<file path="config.mk">
export PLATFORM = sky130hd
export DESIGN_NAME = banked_mem_mapper
export DESIGN_NICKNAME = d
export VERILOG_FILES = /design/src/rtl/bmm_pkg.sv /design/src/rtl/bmm_bank_select.sv /design/src/rtl/bmm_slot_decoder.sv /design/src/rtl/banked_mem_mapper.sv
export SDC_FILE = /design/constraint.sdc
export NUM_CORES = 1
export LEC_CHECK = 0
export BUFFER_PORTS_ARGS = -buffer_cell sky130_fd_sc_hd__buf_4
export CAP_MARGIN = 0
export CORE_UTILIZATION = 30
export DETAILED_ROUTE_END_ITERATION = 7
export SKIP_CTS_REPAIR_TIMING = 1
export SYNTH_ARGS = -nofsm -noshare
export SYNTH_HDL_FRONTEND = slang
export SYNTH_SLANG_ARGS = --single-unit
</file>
<file path="constraint.sdc">
create_clock -name clk -period 5 [get_ports clk]
set_clock_uncertainty 0.2 [all_clocks]
set_input_delay 0.25 -clock clk [delete_from_list [all_inputs] [get_ports clk]]
set_output_delay 0.25 -clock clk [all_outputs]
set_load 0.02 [all_outputs]
</file>
<file path="src/rtl/bmm_pkg.sv">
`timescale 1ns/1ps
package bmm_pkg;

    localparam int SLOT_BITS = 2;
    localparam int NUM_SLOTS = 1 << SLOT_BITS;

    typedef enum logic [1:0] {
        RGN_RAM  = 2'd0,
        RGN_SIDE = 2'd1,
        RGN_OS   = 2'd2,
        RGN_NONE = 2'd3
    } region_e;

    typedef enum logic {
        ST_IDLE   = 1'b0,
        ST_MAPPED = 1'b1
    } map_state_e;

    // Fixed slot layout: two RAM halves, the paged window, then system ROM.
    function automatic region_e slot_region(input int unsigned s);
        case (s)
            0, 1:    return RGN_RAM;
            2:       return RGN_SIDE;
            default: return RGN_OS;
        endcase
    endfunction

endpackage

</file>
<file path="src/rtl/bmm_bank_select.sv">
`timescale 1ns/1ps
module bmm_bank_select #(
    parameter int BANK_W     = 4,
    parameter int RESET_BANK = 15,
    localparam int NB        = 1 << BANK_W
) (
    input  logic              clk,
    input  logic              rst_n,
    input  logic              sel_we,
    input  logic [BANK_W-1:0] sel_data,
    input  logic [NB-1:0]     cfg_inserted,
    output logic [BANK_W-1:0] cur_bank,
    output logic              cur_inserted
);

    localparam logic [BANK_W-1:0] RST_IDX = BANK_W'(RESET_BANK);

    // Populated bit is captured at selection time, not followed afterwards.
    always_ff @(posedge clk) begin
        if (!rst_n) begin
            cur_bank     <= RST_IDX;
            cur_inserted <= cfg_inserted[RST_IDX];
        end else if (sel_we) begin
            cur_bank     <= sel_data;
            cur_inserted <= cfg_inserted[sel_data];
        end
    end

endmodule

</file>
<file path="src/rtl/bmm_slot_decoder.sv">
`timescale 1ns/1ps
module bmm_slot_decoder
    import bmm_pkg::*;
#(
    parameter int ADDR_W  = 16,
    parameter int BANK_W  = 4,
    localparam int OFFSET_W = ADDR_W - SLOT_BITS,
    localparam int NB       = 1 << BANK_W
) (
    input  logic [ADDR_W-1:0]   cpu_addr,
    input  logic                cpu_we,
    input  logic [BANK_W-1:0]   cur_bank,
    input  logic                cur_inserted,
    input  logic [NB-1:0]       cfg_writable,
    output region_e             dec_region,
    output logic [BANK_W-1:0]   dec_bank,
    output logic [OFFSET_W-1:0] dec_offset,
    output logic                dec_wr,
    output logic                dec_float
);

    localparam logic [SLOT_BITS-1:0] SIDE_SLOT = SLOT_BITS'(2);

    region_e           slot_rgn  [NUM_SLOTS];
    logic [BANK_W-1:0] slot_bank [NUM_SLOTS];
    logic              slot_wmask[NUM_SLOTS];

    logic [SLOT_BITS-1:0] slot;
    assign slot = cpu_addr[ADDR_W-1 -: SLOT_BITS];

    for (genvar s = 0; s < NUM_SLOTS; s++) begin : g_slot
        assign slot_rgn[s] = slot_region(s);
        if (s < 2) begin : g_ram
            assign slot_bank[s]  = BANK_W'(s);
            assign slot_wmask[s] = 1'b1;
        end else if (s == 2) begin : g_side
            assign slot_bank[s]  = cur_bank;
            assign slot_wmask[s] = cfg_writable[cur_bank];
        end else begin : g_rom
            assign slot_bank[s]  = '0;
            assign slot_wmask[s] = 1'b0;
        end
    end

    always_comb begin
        dec_region = slot_rgn[slot];
        dec_bank   = slot_bank[slot];
        dec_offset = cpu_addr[OFFSET_W-1:0];
        dec_wr     = cpu_we & slot_wmask[slot];
        dec_float  = !cpu_we && (slot == SIDE_SLOT) && !cur_inserted;
    end

endmodule

</file>
<file path="src/rtl/banked_mem_mapper.sv">
`timescale 1ns/1ps
module banked_mem_mapper
    import bmm_pkg::*;
#(
    parameter int ADDR_W     = 16,
    parameter int BANK_W     = 4,
    parameter int RESET_BANK = 15,
    localparam int OFFSET_W  = ADDR_W - SLOT_BITS,
    localparam int NB        = 1 << BANK_W
) (
    input  logic                clk,
    input  logic                rst_n,
    input  logic                cpu_req,
    input  logic                cpu_we,
    input  logic [ADDR_W-1:0]   cpu_addr,
    input  logic                bank_sel_we,
    input  logic [BANK_W-1:0]   bank_sel_data,
    input  logic [NB-1:0]       cfg_bank_writable,
    input  logic [NB-1:0]       cfg_bank_inserted,
    output logic                map_valid,
    output logic [1:0]          map_region,
    output logic [BANK_W-1:0]   map_bank,
    output logic [OFFSET_W-1:0] map_offset,
    output logic                map_wr,
    output logic                map_float
);

    logic [BANK_W-1:0] cur_bank;
    logic              cur_inserted;

    bmm_bank_select #(
        .BANK_W     (BANK_W),
        .RESET_BANK (RESET_BANK)
    ) u_bank (
        .clk          (clk),
        .rst_n        (rst_n),
        .sel_we       (bank_sel_we),
        .sel_data     (bank_sel_data),
        .cfg_inserted (cfg_bank_inserted),
        .cur_bank     (cur_bank),
        .cur_inserted (cur_inserted)
    );

    region_e             dec_region;
    logic [BANK_W-1:0]   dec_bank;
    logic [OFFSET_W-1:0] dec_offset;
    logic                dec_wr;
    logic                dec_float;

    bmm_slot_decoder #(
        .ADDR_W (ADDR_W),
        .BANK_W (BANK_W)
    ) u_dec (
        .cpu_addr     (cpu_addr),
        .cpu_we       (cpu_we),
        .cur_bank     (cur_bank),
        .cur_inserted (cur_inserted),
        .cfg_writable (cfg_bank_writable),
        .dec_region   (dec_region),
        .dec_bank     (dec_bank),
        .dec_offset   (dec_offset),
        .dec_wr       (dec_wr),
        .dec_float    (dec_float)
    );

    map_state_e state, state_nx;

    always_comb begin
        state_nx = state;
        unique case (state)
            ST_IDLE:   state_nx = cpu_req ? ST_MAPPED : ST_IDLE;
            ST_MAPPED: state_nx = cpu_req ? ST_MAPPED : ST_IDLE;
        endcase
    end

    // State register.
    always_ff @(posedge clk) begin
        if (!rst_n) state <= ST_IDLE;
        else        state <= state_nx;
    end

    region_e             rgn_q;
    logic [BANK_W-1:0]   bank_q;
    logic [OFFSET_W-1:0] off_q;
    logic                wr_q;
    logic                flt_q;

    // Output registers: capture the decode of each sampled request.
    always_ff @(posedge clk) begin
        if (!rst_n) begin
            rgn_q  <= RGN_NONE;
            bank_q <= '0;
            off_q  <= '0;
            wr_q   <= 1'b0;
            flt_q  <= 1'b0;
        end else if (cpu_req) begin
            rgn_q  <= dec_region;
            bank_q <= dec_bank;
            off_q  <= dec_offset;
            wr_q   <= dec_wr;
            flt_q  <= dec_float;
        end
    end

    always_comb begin
        map_valid  = (state == ST_MAPPED);
        map_region = rgn_q;
        map_bank   = bank_q;
        map_offset = off_q;
        map_wr     = map_valid & wr_q;
        map_float  = map_valid & flt_q;
    end

endmodule

</file>
# Word-level counts from Yosys, hierarchy flattened
# Cells that the tools add are included.
classes:
  magnitude_cmp: 3
  eq_ne: 2
  muxes: 16
  bitwise_logic: 4
  reduce_logical: 4
ops:
  columns: ["cell", "n"]
  rows:
  - ["less-than comparator 4 x 5 -> 1 bit, second input constant", 2]
  - ["binary-select mux 1 bit (select 4 bit)", 2]
  - ["binary-select mux 4 bit (select 2 bit)", 1]
  - ["two-way mux 4 bit", 2]
  - ["two-way mux 1 bit", 7]
  - ["binary-select mux 2 bit (select 2 bit)", 1]
  - ["two-way mux 2 bit", 2]
  - ["bitwise AND 1 bit", 3]
  - ["greater-or-equal comparator 3 bit, second input constant", 1]
  - ["inverter 2 -> 3 bit", 1]
  - ["binary-select mux 1 bit (select 2 bit)", 1]
  - ["equality test 2 bit, second input constant", 1]
  - ["logical AND 1 bit", 2]
  - ["zero test 1 bit", 2]
  - ["!= test 2 x 1 -> 1 bit, second input constant", 1]
word_totals:
  ff_bits: 28
  in_bits: 57
  out_inout_bits: 23
  elab_cells: 37

# Logic depth before layout (Yosys ltp)
# Gate-level depths: netlist of run 1.
logic_depth:
  word_depth: 6
  mapped_depth: 6
  mapped_depth_nobuf: 5

# Modules after synthesis
# From an unflattened synthesis of run 1, not the netlist that was laid out.
hier_totals:
  cells_unflattened: 137
  hier_area_um2: 1557.7
by_module_without_submodules:
  columns: ["mod", "n_inst", "cells_each", "area_each_um2", "seq_area_each_um2"]
  rows:
  - ["banked_mem_mapper", 1, 75, 890.9, 460.4]
  - ["bmm_slot_decoder", 1, 38, 340.3, 0.0]
  - ["bmm_bank_select", 1, 24, 326.6, 110.1]

# Least setup slack after synthesis of run 1
# Ideal clock, no wire load.
synth_timing:
  path_kind: "input-to-reg"
  from: "input port bank_sel_data[1]"
  to: "register u_bank.cur_inserted, data pin"
  setup_time_ps: 260
  arrival_ps: 1310
  required_time_ps: 4540
  slack_ps: 3229
  stages: 5
  path_buffers: 0
  path_cell_list: "mux4_2 nor2b_4 a211oi_2 a21oi_1 mux2_4"
synth_via:
  elab_chain_cells: 4
synth_rtl:
  columns: ["element", "line_no", "source"]
  rows:
  - ["start, declared", "banked_mem_mapper.sv:17", "input logic [BANK_W-1:0] bank_sel_data,"]
  - ["binary-select mux 1 bit (select 4 bit)", "bmm_bank_select.sv:25", "cur_inserted <= cfg_inserted[sel_data];"]
  - ["two-way mux 1 bit (not written as such)", "bmm_bank_select.sv:25", null]
  - ["two-way mux 1 bit", "bmm_bank_select.sv:23", "end else if (sel_we) begin"]
  - ["two-way mux 1 bit", "bmm_bank_select.sv:20", "if (!rst_n) begin"]
  - ["end signal, assigned", "bmm_bank_select.sv:22", "cur_inserted <= cfg_inserted[RST_IDX];"]
  - ["end signal, assigned", "bmm_bank_select.sv:25", null]
  - ["end, declared", "bmm_bank_select.sv:13", "output logic cur_inserted"]
# No other way between the ends. The select of a mux whose other input is x is not followed.
# A chain may end at the register's enable or synchronous reset.

# Worst setup path after layout of run 1
layout_timing:
  from: "register u_bank.cur_bank[1]"
  to: "register wr_q"
layout_via:
  elab_chain_cells: 6
layout_rtl:
  columns: ["element", "line_no", "source"]
  rows:
  - ["start, declared", "bmm_bank_select.sv:12", "output logic [BANK_W-1:0] cur_bank,"]
  - ["start signal, assigned", "bmm_bank_select.sv:24", "cur_bank <= sel_data;"]
  - ["binary-select mux 1 bit (select 4 bit)", "bmm_slot_decoder.sv:38", "assign slot_wmask[s] = cfg_writable[cur_bank];"]
  - ["two-way mux 1 bit (not written as such)", "bmm_slot_decoder.sv:38", null]
  - ["binary-select mux 1 bit (select 2 bit)", "bmm_slot_decoder.sv:49", "dec_wr = cpu_we & slot_wmask[slot];"]
  - ["two-way mux 1 bit (not written as such) (2 in a row)", "bmm_slot_decoder.sv:49", null]
  - ["bitwise AND 1 bit", "bmm_slot_decoder.sv:49", null]
  - ["end signal, assigned", "banked_mem_mapper.sv:100", "wr_q <= dec_wr;"]
  - ["end, declared", "banked_mem_mapper.sv:85", "logic wr_q;"]
# No other way between the ends. The select of a mux whose other input is x is not followed.

==> results.toml, run 1 <==
[sta]
setup_viol = 0
post-route-period-util = 0.363
fmax_ghz = 0.551
max_slew_margin = 0.739
tns_ns = 0
slew_violations = 0
max_slew.worst_pin.slew_ns = 0.382
rsz0062_at_grt = "no"
final_hold_viol_count = 0
period_needed_ns = 1.82

[logic_synthesis]
synth-edff-count = 1
ys_seq_elements = 28
synth_ff_type = "dfxtp_1"
syn_nets = 184
async_reset_ff_frac = 0
syn-instance-count = 127
ys_seq_area_frac = 0.416
synth_warnings = 0
syn_area_um2 = 1370
ys_types = 27
syn_area_per_cell_um2 = 10.8

[cts]
clockRootBuffer = "clkbuf_8"
clockBufferDepth = 2
cts_inserted_buffers = 3
cts_tree = "done"
cts_sinks = 28
clk_pin_slew_ns = 0.09
h-tree-depth = 1
clock_latency_ns = 0.26

[setup_path]
crit_start = "u_bank.cur_bank[1]$_SDFFE_PN1P_"
path_buf_inv = 0
r2r_end = "wr_q$_SDFFE_PN0P_"
crit_family = "multiplexers"
required_ns = 4.94
rr_worst_depth = 4
worst-endpoint-arrival_ns = 1.76
path_max_fanout = 7
r2r_start = "u_bank.cur_bank[1]$_SDFFE_PN1P_"
end_kind = "flop"
slowest_delay_ns = 0.54
crit_path_cell_trace = "mux4_2 > mux2_2 > nand3_1 > a31oi_1"
cpMaxStageDelayCell = "mux4_2"
endpoint = "wr_q$_SDFFE_PN0P_"
cp-start-kind = "flop"
reg2reg_slack_ns = 3.18
critPathKind = "reg -> reg"
cp.depth = 4

[routing]
top_layer = "met4"
drc_errors = 0
first_pass_iters = 3
met2_wirelength_um = 1690
drt-initial-drc-count = 27
routed_wl_um = 3260
vias = 1192
wl_per_cell_um = 12.9
antenna_left = 0
vias_per_cell = 4.71
wirelength_met1_um = 1370
wl_met3_um = 176

[global_route]
grt_usage = 0.136
grt_pass1_wl_um = 5370
grt_max_degree = 31
grt_pass1_vias = 1209
overflow = 0
antenna_found_initial = 0

[floorplanning]
rows = 24
start_util = 0.313
ios = 80
die_area_um2 = 4850
die_w_um = 69.6
coreArea_um2 = 4380
die_height_um = 69.6

[pwr]
fin_total_pwr_uw = 498
irDropWorstVdd_mv = 0.110
cellLeakagePower_uw = 0.000967
power.density_nw_per_um2 = 243

[placed_design]
dpl.cell_count = 249
io_buffers = 79
placed_area_um2 = 1990
gp_congestion = 0.726
post-dp-hpwl_um = 2570

[final_layout]
final_common_cell = "buf_4"
nets = 259
antenna_cells = 0
final_cell_mix = "buf_4, dfxtp_1, mux2i_1, nor2b_1"
multi_input_area_um2 = 759
fillers = 434
fin_area_um2 = 2050
area_delta_synth_final_pct = 49.3
drive_gt1_frac = 0.453
regArea_um2 = 571
final_util = 0.467
stdcell_count = 253

[run]
drv_cap = 0

[hold_path]
min_path_type = "in -> reg"

[run_status]
status = "complete, no violations"
power by group:
part / total [uW] / switching (uW) / internal [uW]
logic: 115 / 46.0 / 69.3
registers: 248 / 9.63 / 238
clock network: 135 / 64.7 / 70.3
total: 498 / 120 / 378
registers in the layout (all words and copies together) (netlist names):
register / count
map_offset: 14
map_bank: 4
u_bank.cur_bank: 4
map_region: 2
flt_q: 1
map_valid: 1
u_bank.cur_inserted: 1
wr_q: 1
through the flow:
stage               hold WS (ns)  setup WS (ns)
global placement           0.265           3.07
detailed placement         0.270           3.02
floorplan                  0.179           3.23
finish                    0.0308           3.18
global route              0.0279           3.09
CTS                       0.0236           3.16
synthesized netlist by cell type (3+ instances only):
master    count  area share
mux4_1        3       0.057
nand2b_1      6       0.027
clkbuf_1      6       0.016
nand3_1       7       0.026
and2_1        3       0.014
nand2_1       7       0.019
nor2b_1      17       0.078
dfxtp_1      27        0.39
mux2i_1      20        0.15
a21boi_0      4       0.022
mux4_2        4       0.066
buf_2         3       0.011
nor2_1        3      0.0082
routing by layer:
metal  up-vias  GRT usage
met4         0     0.0378
li1        599          -
met3         4     0.0291
met5         -          0
met1       545      0.148
met2        44      0.261
area by class of cell:
type / instances / share of cell area
clock buffers: 4 / 0.0269
inverters: 1 / 0.00183
flip-flops and latches: 28 / 0.279
repair buffers: 79 / 0.290
well taps: 52 / 0.0318
multi-input cells: 89 / 0.371
kinds of logic after synthesis:
| kind of cell | share of synthesized area |
|---|---|
| mux | 0.288 |
| compound gates | 0.0739 |
| buf+inv | 0.0301 |
| simple gates | 0.192 |
| flops | 0.416 |
worst min-delay path by stage:
stage,startpoint,to,depth (start not counted)
after detailed placement,map_bank[3]$_SDFFE_PN0P_,map_bank[3]$_SDFFE_PN0P_,2
after global placement,map_region[0]$_SDFFE_PN1P_,map_region[0]$_SDFFE_PN1P_,2
final,bank_sel_data[3],u_bank.cur_bank[3]$_SDFFE_PN1P_,3
after CTS,bank_sel_data[3],u_bank.cur_bank[3]$_SDFFE_PN1P_,3
after floorplan,bank_sel_data[0],u_bank.cur_bank[0]$_SDFFE_PN1P_,2
after global routing,cpu_addr[13],map_offset[13]$_SDFFE_PN0P_,3
worst reg2reg max path: cells and delay by family, from the launching register on:
family	cells	cell delay (ns)
mux	2	0.82
simple gates	1	0.08
compound gates	1	0.07
flops	1	0.52
Power figures use the tool's default switching activity.
==> inputs of run 2 (changes only) <==
--- a/config.mk
+++ b/config.mk
@@ -5,6 +5,7 @@
 export SDC_FILE = /design/constraint.sdc
 export NUM_CORES = 1
 export LEC_CHECK = 0
+export ABC_AREA = 1
 export BUFFER_PORTS_ARGS = -buffer_cell sky130_fd_sc_hd__buf_4
 export CAP_MARGIN = 0
 export CORE_UTILIZATION = 30
==> constraint.sdc (replaced) <==
create_clock -name clk -period 1.76 [get_ports clk]
set_clock_uncertainty 0.2 [all_clocks]
set_input_delay 0.088 -clock clk [delete_from_list [all_inputs] [get_ports clk]]
set_output_delay 0.088 -clock clk [all_outputs]
set_load 0.02 [all_outputs]
==> run 2 against run 1 <==
Effect of this change:
- sequential power rose to 2.9 times the previous value
- first-iteration DRC count increased by 85%
- largest power group unchanged
- register-to-register slack worse by 3.0 ns
- setup slack worse by 3.0 ns
- cell count is 47% higher
- die area grew 0.79%
- clock-buffer cell count unchanged
- combinational power increased to 3.7 times the previous value
- maximum frequency increased by 12%
==> results.toml, run 2 <==
[setup_path]
reg2reg_slack_ns = 0.14
end_kind = "flop"
worst-endpoint-arrival_ns = 1.64
cp-start-kind = "flop"
rr_worst_depth = 3
critPathKind = "reg -> reg"
required_ns = 1.77
crit_start = "u_bank.cur_bank[0]$_SDFFE_PN1P_"
path_max_fanout = 10
r2r_start = "u_bank.cur_bank[0]$_SDFFE_PN1P_"
r2r_end = "u_bank.cur_bank[0]$_SDFFE_PN1P_"

[cts]
cts_inserted_buffers = 3
clock_latency_ns = 0.27
h-tree-depth = 1
cts_tree = "done"
clk_pin_slew_ns = 0.08
clockRootBuffer = "clkbuf_8"
clockBufferDepth = 2
cts_sinks = 28

[floorplanning]
die_w_um = 69.9
die_height_um = 69.9
start_util = 0.315
die_area_um2 = 4880
rows = 24
ios = 80
coreArea_um2 = 4380

[sta]
worst_slack_ns = 0.136
whs_ns = 0.0246
max_slew.worst_pin.slew_ns = 0.445
final_hold_viol_count = 0
rsz0062_at_grt = "no"
period_needed_ns = 1.62
post-route-period-util = 0.922
slew_violations = 0
fmax_ghz = 0.616
tns_ns = 0
max_slew_margin = 0.703
setup_viol = 0

[pwr]
seq_power_share = 0.467
p_sw_frac = 0.262
comb_power_share = 0.278
power.density_nw_per_um2 = 617
cellLeakagePower_uw = 0.00127
clock_power_share = 0.255
fin_total_pwr_uw = 1510
irDropWorstVdd_mv = 0.541
netSwitchingPower_uw = 397
p_int_uw = 1120

[final_layout]
fin_area_um2 = 2450
largest_register_ffs = 14
final_cell_mix = "buf_4, nand2_1, dlygate4sd3_1, nor2_1, dfxtp_1"
area_delta_synth_final_pct = 77.5
final_common_cell = "buf_4"
antenna_cells = 0
drive_gt1_frac = 0.277
nets = 379

[placed_design]
gp_congestion = 0.732
post-dp-hpwl_um = 2700
placed_area_um2 = 1990
pre_cts_slack_ns = 0.236
io_buffers = 79

[routing]
wl_per_cell_um = 10.6
drc_errors = 0
routed_wl_um = 3960
vias_per_cell = 4.51
drt-initial-drc-count = 50
vias = 1684
first_pass_iters = 4
antenna_left = 0

[logic_synthesis]
ys_types = 19
ys_seq_elements = 28
syn_nets = 263
synth.area.top_cells = "dfxtp_1, nand2_1, nor2_1, o21ai_0, inv_1"
yosysTopAreaCellShare = 0.391
synth_warnings = 0
async_reset_ff_frac = 0
ys_seq_area_frac = 0.413
synth.most_common_cell = "nand2_1"
synthDominantAreaCellType = "dfxtp_1"
synth_ff_type = "dfxtp_1"
syn-instance-count = 206
syn_area_per_cell_um2 = 6.71
synthTopCellsByCount = "nand2_1, nor2_1, dfxtp_1, inv_1, o21ai_0"
syn_area_um2 = 1380
synth-edff-count = 1

[hold_path]
hold_path_startpoint = "rst_n"
hold_path_depth = 3
min_to = "u_bank.cur_inserted$_DFFE_PP_"
min_path_type = "in -> reg"

[global_route]
overflow = 0
grt_max_degree = 20
grt_usage = 0.144
grt_pass1_vias = 1401
grt_pass1_wl_um = 5870
antenna_found_initial = 0

[run]
drv_cap = 0

[run_status]
status = "complete, no violations"
[run 2: cells by family (layout without fill, tap and decap cells)]
logic type / Yosys count / in the layout / synth area share
buffers and inverters: 36 / 151 / 0.119
AO/OA/AOI/OAI: 41 / 41 / 0.169
AND/OR/NAND/NOR: 101 / 101 / 0.299
flip-flops: 28 / 28 / 0.413
[run 2: routing by layer]
layer  global-route usage  part of all wire
met5                    0                 0
met4               0.0200            0.0053
met3               0.0433             0.059
met2                0.257              0.50
met1                0.175              0.44
[run 2: layout make-up]
class / instances / area [um^2]
timing repair buffer: 121 / 1010
tap: 52 / 65.1
sequential: 28 / 571
multi-input combinational: 142 / 647
fill: 448 / 1930
clock buffer: 4 / 55.1
inverter: 26 / 105
[run 2: worst max-delay path by stage]
| stage | endpoint | slack, ns | depth (start not counted) |
|---|---|---|---|
| global placement | wr_q$_SDFFE_PN0P_ | 0.25 | 11 |
| floorplan | wr_q$_SDFFE_PN0P_ | 0.48 | 12 |
| detailed placement | wr_q$_SDFFE_PN0P_ | 0.24 | 11 |
| finish | u_bank.cur_bank[0]$_SDFFE_PN1P_ | 0.14 | 3 |
| global route | u_bank.cur_bank[0]$_SDFFE_PN1P_ | 0.07 | 3 |
| CTS | wr_q$_SDFFE_PN0P_ | 0.22 | 11 |
[run 2: critical path: stages, from the launching register on]
cell and delay [ns]:
dfxtp_1 0.60, inv_8 0.07, o21ai_0 0.14, dlygate4sd3_1 0.55
[run 2: power by group through the flow]
stage	registers, uW	clock network (uW)	logic (uW)
after floorplan	751	0	144
after global placement	721	0	341
after detailed placement	721	0	342
after CTS	707	404	344
after global routing	714	431	463
final	707	385	421
[run 2: metrics by stage]
step | utilization | instances
floorplan | - | 206
global placement | 0.453 | 328
detailed placement | 0.453 | 328
CTS | 0.466 | 332
global route | 0.560 | 373
finish | 0.560 | 373
==> inputs of run 3 (changes only) <==
--- a/config.mk
+++ b/config.mk
@@ -13,4 +13,5 @@
 export SKIP_CTS_REPAIR_TIMING = 1
 export SYNTH_ARGS = -nofsm -noshare
 export SYNTH_HDL_FRONTEND = slang
+export SYNTH_HIERARCHICAL = 1
 export SYNTH_SLANG_ARGS = --single-unit
==> run 3 against run 2 <==
Effect of this change:
- the run now ends with negative hold slack left
- highest routed layer unchanged
- non-clock buffer count is 17 lower
- clock power is 8.8% lower
- critical path type is now in -> reg
- setup slack worse by 0.062 ns
- largest power group unchanged
- hold slack worse by 0.025 ns
- global-route usage is 1.9 points lower
==> results.toml, run 3 <==
[logic_synthesis]
ys_seq_area_frac = 0.348
syn_area_um2 = 1640
synth_top_family_by_area = "simple AND/OR/NAND/NOR gates"
synth_compound_area_frac = 0.0214
syn_area_per_cell_um2 = 6.14
ys_types = 15
syn-instance-count = 267
synth-edff-count = 1
synth.most_common_cell = "nand2_1"
synth.area.top_cells = "dfxtp_1, nand2_1, nor2_1, nand3_1, inv_1"
synth_ff_type = "dfxtp_1"
synth_simple_gate_area_frac = 0.417
synthMuxAreaShare = 0
syn_nets = 324
synth_xor_area_frac = 0
synthDominantAreaCellType = "dfxtp_1"
yosysTopAreaCellShare = 0.330
synth_warnings = 6
synthTopCellsByCount = "nand2_1, nor2_1, inv_1, dfxtp_1, nand3_1"
async_reset_ff_frac = 0
synth_fa_ha_area_frac = 0
ys_seq_elements = 28

[setup_path]
worst-endpoint-arrival_ns = 1.65
r2r_start = "u_bank/cur_bank[0]$_SDFFE_PN1P_"
cpMostUsedCell = "dlygate4sd3_1"
required_ns = 1.72
end_kind = "flop"
cp-start-kind = "input pin"
crit_start = "rst_n"
slowest_delay_ns = 0.58
critPathKind = "in -> reg"
path_max_fanout = 30
cpMaxStageDelayCell = "dlygate4sd3_1"
crit_path_cell_trace = "dlygate4sd3_1 > buf_4 > o211ai_1 > dlygate4sd3_1"

[final_layout]
fin_area_um2 = 2420
largest_register_ffs = 14
drive_gt1_frac = 0.256
area_delta_synth_final_pct = 47.6
nets = 410
final_cell_mix = "nand2_1, buf_4, nor2_1, inv_1, nand3_1"
final_common_cell = "nand2_1"
fillers = 567
antenna_cells = 0

[global_route]
grt_max_degree = 45
overflow = 0
grt_usage = 0.125
busiest_layer = "met2"
use_met2 = 0.202
grt_pass1_vias = 1383
antenna_found_initial = 0
grt_pass1_wl_um = 6020
grt_use_met1 = 0.165
use_met3 = 0.0398

[floorplanning]
die_area_um2 = 5760
start_util = 0.317
die_height_um = 75.9
die_w_um = 75.9
rows = 26
coreArea_um2 = 5170
ios = 80

[routing]
wl_per_cell_um = 8.86
routed_wl_um = 3740
vias_per_cell = 4.10
vias = 1730
drt-initial-drc-count = 107
first_pass_iters = 4
antenna_left = 0
drc_errors = 0

[run_status]
violations = "negative hold slack"
status = "complete, but fails checks"

[hold_path]
hold_path_startpoint = "cpu_addr[15]"
min_path_type = "in -> reg"

[run]
drv_cap = 0

[pwr]
cellLeakagePower_uw = 0.00136
irDropWorstVdd_mv = 0.319
power.density_nw_per_um2 = 616

[sta]
fmax_ghz = 0.593
period_needed_ns = 1.69
final_hold_viol_count = 1
tns_ns = 0
rsz0062_at_grt = "no"
max_slew.worst_pin.slew_ns = 0.426
slew_violations = 0
setup_viol = 0
max_slew_margin = 0.716
post-route-period-util = 0.957
whs_ns = -0.000624

[cts]
cts_inserted_buffers = 3
h-tree-depth = 1
clockRootBuffer = "clkbuf_8"
clock_latency_ns = 0.27
cts_sinks = 28
clk_pin_slew_ns = 0.09
clockBufferDepth = 2
cts_tree = "done"

[placed_design]
post-dp-hpwl_um = 2580
io_buffers = 79
placed_area_um2 = 2120
gp_congestion = 0.758
[run 3: power by group]
group | internal [uW] | switching (uW)
Sequential | 683 | 30.7
Combinational | 225 | 200
Clock | 162 | 189
[run 3: routing by layer]
| layer | vias to the layer above | part of all wire |
|---|---|---|
| met1 | 720 | 0.49 |
| met2 | 54 | 0.44 |
| met3 | 2 | 0.063 |
| met4 | 0 | 0.0072 |
| met5 | - | 0 |
| li1 | 954 | - |
[run 3: final timing paths]
path / end / slack [ns] / cells after the start
setup reg to reg: wr_q$_SDFFE_PN0P_ / 0.28 / 13
setup / recovery: u_bank/cur_bank[3]$_SDFFE_PN1P_ / 0.07 / 4
hold / removal: map_region[1]$_SDFFE_PN1P_ / -0.0006 / 5
hold reg to reg: map_region[0]$_SDFFE_PN1P_ / 0.27 / 2
[run 3: through the flow]
step	instances	setup WS (ns)	hold WS (ns)	utilization	total power, uW
after CTS	397	0.119	-0.114	0.419	1470
after detailed placement	393	0.141	0.182	0.410	1110
after floorplan	267	0.395	-0.0134	-	968
after global placement	393	0.175	0.172	0.410	1110
final	422	0.0749	-0.000624	0.468	1490
after global routing	422	0.0268	0.00421	0.468	1600
[run 3: worst max-delay path, delay by kind of cell]
kind            cells  cell delay, ns
compound gates      1            0.14
buf+inv             3            1.42
[run 3: cell type report]
| class | count | area [um^2] | share of cell area |
|---|---|---|---|
| well taps | 70 | 87.6 | 0.0362 |
| repair buffers | 104 | 843 | 0.349 |
| inverters | 39 | 154 | 0.0636 |
| flip-flops and latches | 28 | 572 | 0.236 |
| clock buffers | 4 | 45.0 | 0.0186 |
| multi-input cells | 177 | 718 | 0.297 |
[run 3: logic make-up (layout without fill, tap and decap cells)]
family                 after synthesis  in the layout
AND/OR/NAND/NOR                    172            172
buffers and inverters               62            147
flip-flops                          28             28
AO/OA/AOI/OAI                        5              5
